--- src/rtl/evt_irq_steer.sv ---
module evt_irq_steer #(
  parameter int NSRC   = 32,
  parameter int ADDR_W = 4
) (
  input  logic              clk,
  input  logic              rst_n,
  input  logic [NSRC-1:0]   evt,
  input  logic              wr_en,
  input  logic [ADDR_W-1:0] addr,
  input  logic [NSRC-1:0]   wdata,
  output logic [NSRC-1:0]   rdata,
  output logic [1:0]        irq
);
  localparam logic [ADDR_W-1:0] A_STAT = ADDR_W'(0);
  localparam logic [ADDR_W-1:0] A_EN   = ADDR_W'(1);
  localparam logic [ADDR_W-1:0] A_SEL  = ADDR_W'(2);
  localparam logic [ADDR_W-1:0] A_LEN  = ADDR_W'(3);

  logic [NSRC-1:0] st_q, en_q, sel_q;
  logic [1:0]      le_q;
  logic [NSRC-1:0] clr, pend0, pend1;

  assign clr = (wr_en && addr == A_STAT) ? wdata : '0;

  always_ff @(posedge clk) begin
    if (!rst_n) begin
      st_q  <= '0;
      en_q  <= '0;
      sel_q <= '0;
      le_q  <= '0;
    end else begin
      st_q <= (st_q & ~clr) | evt;
      if (wr_en) begin
        case (addr)
          A_EN:    en_q  <= wdata;
          A_SEL:   sel_q <= wdata;
          A_LEN:   le_q  <= wdata[1:0];
          default: ;
        endcase
      end
    end
  end

  assign pend0 = st_q & en_q & ~sel_q;
  assign pend1 = st_q & en_q & sel_q;
  assign irq   = le_q & {|pend1, |pend0};

  always_comb begin
    case (addr)
      A_STAT:  rdata = st_q;
      A_EN:    rdata = en_q;
      A_SEL:   rdata = sel_q;
      A_LEN:   rdata = {{(NSRC-2){1'b0}}, le_q};
      default: rdata = '0;
    endcase
  end
endmodule


--- config.mk ---
export PLATFORM = sky130hd
export DESIGN_NAME = evt_irq_steer
export DESIGN_NICKNAME = d
export VERILOG_FILES = /design/src/rtl/evt_irq_steer.sv
export SDC_FILE = /design/constraint.sdc
export NUM_CORES = 1
export LEC_CHECK = 0
export CORE_MARGIN = 2
export CORE_UTILIZATION = 35
export CTS_CLUSTER_DIAMETER = 80
export CTS_CLUSTER_SIZE = 40
export DETAILED_ROUTE_END_ITERATION = 8
export PLACE_DENSITY = 0.58
export REMOVE_ABC_BUFFERS = 1
export SLEW_MARGIN = 25
export SYNTH_ARGS = -nofsm -noshare
export SYNTH_HDL_FRONTEND = slang
export SYNTH_SLANG_ARGS = --single-unit
--- constraint.sdc ---
create_clock -name clk -period 1.35 [get_ports clk]
set_clock_uncertainty 0.05 [all_clocks]
set_input_delay 0.2025 -clock clk [delete_from_list [all_inputs] [get_ports clk]]
set_output_delay 0.2025 -clock clk [all_outputs]
set_load 0.02 [all_outputs]
==> Word-level counts from Yosys, hierarchy flattened <==
Index checks and enable logic that the tools add are counted.
{ "totals": {"output_inout_bits": 34, "regBits": 98, "rom_bits": 0, "latch_bits": 0, "mem_bits_rw": 0, "n_memories": 0} }
{ "op_classes": {"mul": 0, "n_mux": 2, "n_shift": 0, "n_bitwise": 8, "div_mod_pow": 0, "n_lt_le_gt_ge": 0, "n_reduce_logical": 7, "n_eq_ne": 3, "add_sub_neg": 0} }
{ "op_table": {"columns": ["operator", "count"], "rows": [
  ["AND 32 bit", 4],
  ["one-hot mux 32 bit (4 select lines)", 1],
  ["inverter 32 bit", 2],
  ["OR reduction 32 bit", 2],
  ["two-way mux 32 bit", 1],
  ["OR 32 bit", 1],
  ["equality test 4 x 2 -> 1 bit, second input constant", 2],
  ["AND reduction 2 bit", 3],
  ["equality test 4 x 1 -> 1 bit, second input constant", 1],
  ["zero test 4 bit", 1],
  ["AND 2 bit", 1],
  ["logical AND 1 bit", 1]
]} }

==> Longest topological paths before layout <==
{ "depth": {"depth_word": 6, "depth_mapped": 6, "ltp_nobuf": 4} }

==> Least setup slack after synthesis <==
No wires, ideal clock.
{ "synth_timing": {"kind": "input-to-output", "startpoint": "in addr[3]", "endpoint": "out rdata[10]", "path_slack_ns": -0.072, "arrival_ns": 1.169, "n_path_buf": 1, "path_stages": 4, "path_cell_list": "nor4b_4 > clkbuf_1 > a222oi_1 > inv_1"} }
{ "synth_via": {"elab_chain_len": 2} }
{ "synth_rtl": {"columns": ["element", "line", "source"], "rows": [
  ["start: declaration", "9", "input logic [ADDR_W-1:0] addr,"],
  ["equality test 4 x 2 -> 1 bit, or another cell as far along", "49", "case (addr)"],
  ["one-hot mux 32 bit (4 select lines) *", "49", null],
  ["end: declaration", "11", "output logic [NSRC-1:0] rdata,"]
]} }
Mark *: on every way between the ends. The rest lies on a longest branch, timed or not.

==> Worst setup path after layout <==
{ "layout_timing": {"startpoint": "reg st_q[18]", "endpoint": "out irq[0]"} }
{ "layout_via": {"elab_chain_len": 4} }
{ "layout_rtl": {"columns": ["element", "line", "source"], "rows": [
  ["start: declaration", "19", "logic [NSRC-1:0] st_q, en_q, sel_q;"],
  ["start signal: assignment", "32", "st_q <= (st_q & ~clr) | evt;"],
  ["AND 32 bit (2 in a row)", "44", "assign pend0 = st_q & en_q & ~sel_q;"],
  ["OR reduction 32 bit", "46", "assign irq = le_q & {|pend1, |pend0};"],
  ["AND 2 bit", "46", null],
  ["end: declaration", "12", "output logic [1:0] irq"]
]} }
Every way passes these cells.

==> flow_summary.toml <==
[power_and_ir_drop]
p_int_mw = 5.12
swShare_pct = 24.2
p_seq_share_pct = 45.4
clockPowerShare_pct = 39.6
peakVddDrop_uv = 691
powerDensity_nw_per_um2 = 815
power_switching_mw = 1.64
p_total_mw = 6.76
power_leakage_nw = 3.43
power.share.combinational_pct = 15.0

[global_routing]
met2_usage_pct = 41.3
grt_pass1_wl_mm = 27.4
grt_util_met3_pct = 3.37
grt_max_degree = 50
overflow = 0
grt_util_met1_pct = 32.0
grt_use_total_pct = 24.6
grt_antenna_before_repair = 0
grt_pass1_vias = 5244
busiest_layer = "met2"

[worst_setup_path]
start_kind = "register"
path_class = "register to output pin"
crit_path_end_kind = "output pin"
crit_arrival_ns = 1.70
cpPeakStageDelay_ns = 0.32
cp_cell_sequence = "buf_4 > nand3b_1 > o2111ai_1 > nor3_2 > a41oi_4 > buf_6"
cp.required_ns = 1.10
critPathMaxFanout = 3
slowest_stage = "dfxtp_1"

[cells_and_area]
fin_area_um2 = 8300
multiInputGateArea_um2 = 2810
seq_area_um2 = 2020
drive_above_1_share_pct = 41.6
n_antenna_cell = 0
final_cell_mix = "nand2_1 (148), buf_4 (78), buf_6 (78)"
final_net_count = 868
syn_to_final_growth_pct = 77.7
mostFrequentLayoutCell = "nand2_1"
finalCoreUtilization_pct = 63.2
fin_cells = 978
fill_cells = 1075

[timing]
fin_crit_sh_pct = 145
rsz0062_at_grt = "yes"
timing.final.ws_setup_ns = -0.607
slew_headroom_pct = 76.1
setup_viol = 130
finalCriticalPeriod_ns = 1.96
worst-slew-pin-transition_ns = 0.359
drv_slew = 0
hold_viol = 0
max_freq_ghz = 0.511

[route]
final_antenna_net_count = 0
drt_pass1_iterations = 6
wl_per_cell_um = 19.0
drtIter0Drc = 556
num_vias = 5376
viasPerCell = 5.50
drc = 0
drt_wl_total_mm = 18.6

[cts]
cts_buffers = 9
htree_num_levels = 3
cts.reportedPaths.clkPinSlew_ns = 0.07
cts_hold_buf = 0
cts_root_buffer = "clkbuf_16"
cts_tree = "built"
clock_latency_ns = 0.35
clockBufferDepth = 2
clkSinkCount = 98

[yosys]
avgSynthCellArea_um2 = 8.21
synth_area_um2 = 4670
yosysWarnings = 0
ys_seq_area_share_pct = 42.0
syn_inst = 569
synth_cell_types = 24
ys_ff_latch = 98

[floorplan]
die_area_um2 = 14300
coreArea_um2 = 13100
chipHeight_um = 120
die_x_um = 120
initial_utilization_pct = 35.6
ios = 105
num_rows = 42

[placement]
port_buffers = 104
place_congestion = 0.833
dp.cells = 923
place_area_um2 = 6660
dp_hpwl_mm = 10.3

[run_status]
outcome = "finished, violations left"
violations = "negative setup slack"

[flow_run]
drv_cap = 0

[min_path]
hold_class = "input port to register"
-- synth_stat cells --
cell / number / area, um^2
dfxtp_1: 98 / 1960
nor3_1: 1 / 5.00
a22oi_1: 4 / 30.0
and4bb_2: 1 / 12.5
o22ai_1: 14 / 87.6
nand3_1: 34 / 170
nor4_1: 5 / 31.3
nand2_1: 164 / 616
o21a_1: 32 / 240
nand3b_1: 3 / 22.5
inv_1: 31 / 116
clkbuf_1: 26 / 97.6
o2111ai_1: 1 / 8.76
a21boi_1: 60 / 450
a222oi_1: 30 / 300
a21boi_0: 39 / 293
and2_1: 3 / 18.8
nor4_4: 1 / 21.3
nand4_1: 8 / 50.1
buf_4: 3 / 22.5
buf_6: 3 / 33.8
buf_2: 5 / 25.0
a41oi_1: 1 / 8.76
nor4b_4: 2 / 47.6
-- critical path: cells and delay by family (launching register included) --
kind	cells	cell delay, ns
and+or+nand+nor	2	0.35
AOI/OAI and AO/OA	2	0.36
DFF	1	0.32
buffers and inverters	2	0.31
-- cell type report --
| class | instances | share of cell area (%) |
|---|---|---|
| timing repair buffer | 254 | 34.0 |
| multi-input combinational | 403 | 33.9 |
| sequential | 98 | 24.3 |
| clock buffer | 11 | 3.04 |
| tap | 176 | 2.65 |
| inverter | 31 | 1.40 |
| clock inverter | 5 | 0.633 |
-- worst paths after layout --
path,start,slack [ns],depth (start not counted),end
max,st_q[18],-0.61,6,irq[0]
min,rst_n,0.08,2,st_q[14]
max reg2reg,sel_q[10],0.30,6,sel_q[10]
min reg2reg,sel_q[12],0.44,2,sel_q[12]
-- through the flow --
step | hold slack [ns] | setup WS [ns] | TNS (ns)
3_3_place_gp | 0.417 | -1.13 | -114.11
4_1_cts | 0.0833 | -0.588 | -18.57
3_5_place_dp | 0.425 | -1.17 | -119.21
5_1_grt | 0.0876 | -0.651 | -30.97
6_report | 0.0828 | -0.607 | -26.12
2_1_floorplan | 0.270 | -0.916 | -102.32
-- state kept, by name (all words and copies together) (netlist names) --
register and count:
en_q 32, sel_q 32, st_q 32, le_q 2
-- logic make-up (layout without fill, tap and decap cells) --
kind of cell	count (synthesis)	in the layout	share of synthesized area (%)
and+or+nand+nor	222	222	21.3
AOI/OAI and AO/OA	181	181	30.4
DFF	98	98	42.0
buffers and inverters	68	301	6.32
-- power by group through the flow --
stage          logic (mW)  clock network, mW  registers, mW
6_report             1.01               2.68           3.07
3_5_place_dp        0.775                  0           3.12
5_1_grt              1.07               2.84           3.08
3_3_place_gp        0.763                  0           3.12
4_1_cts             0.938               2.69           3.06
2_1_floorplan       0.230                  0           3.12
-- metal layers --
layer	share of wire, %	vias to the layer above	routed length (um)
li1	-	2490	-
met1	40	2611	7520
met2	50	245	9250
met3	7.7	30	1430
met4	2.3	0	419
met5	0	-	0
-- what timing repair did --
item                       4_1_cts  5_1_grt
setup endpoints to repair      132      109
pin swaps                       56       63
gates resized for setup        393       93
setup buffers                   23        9
gates cloned                    11        5
Power figures use the tool's default switching activity.
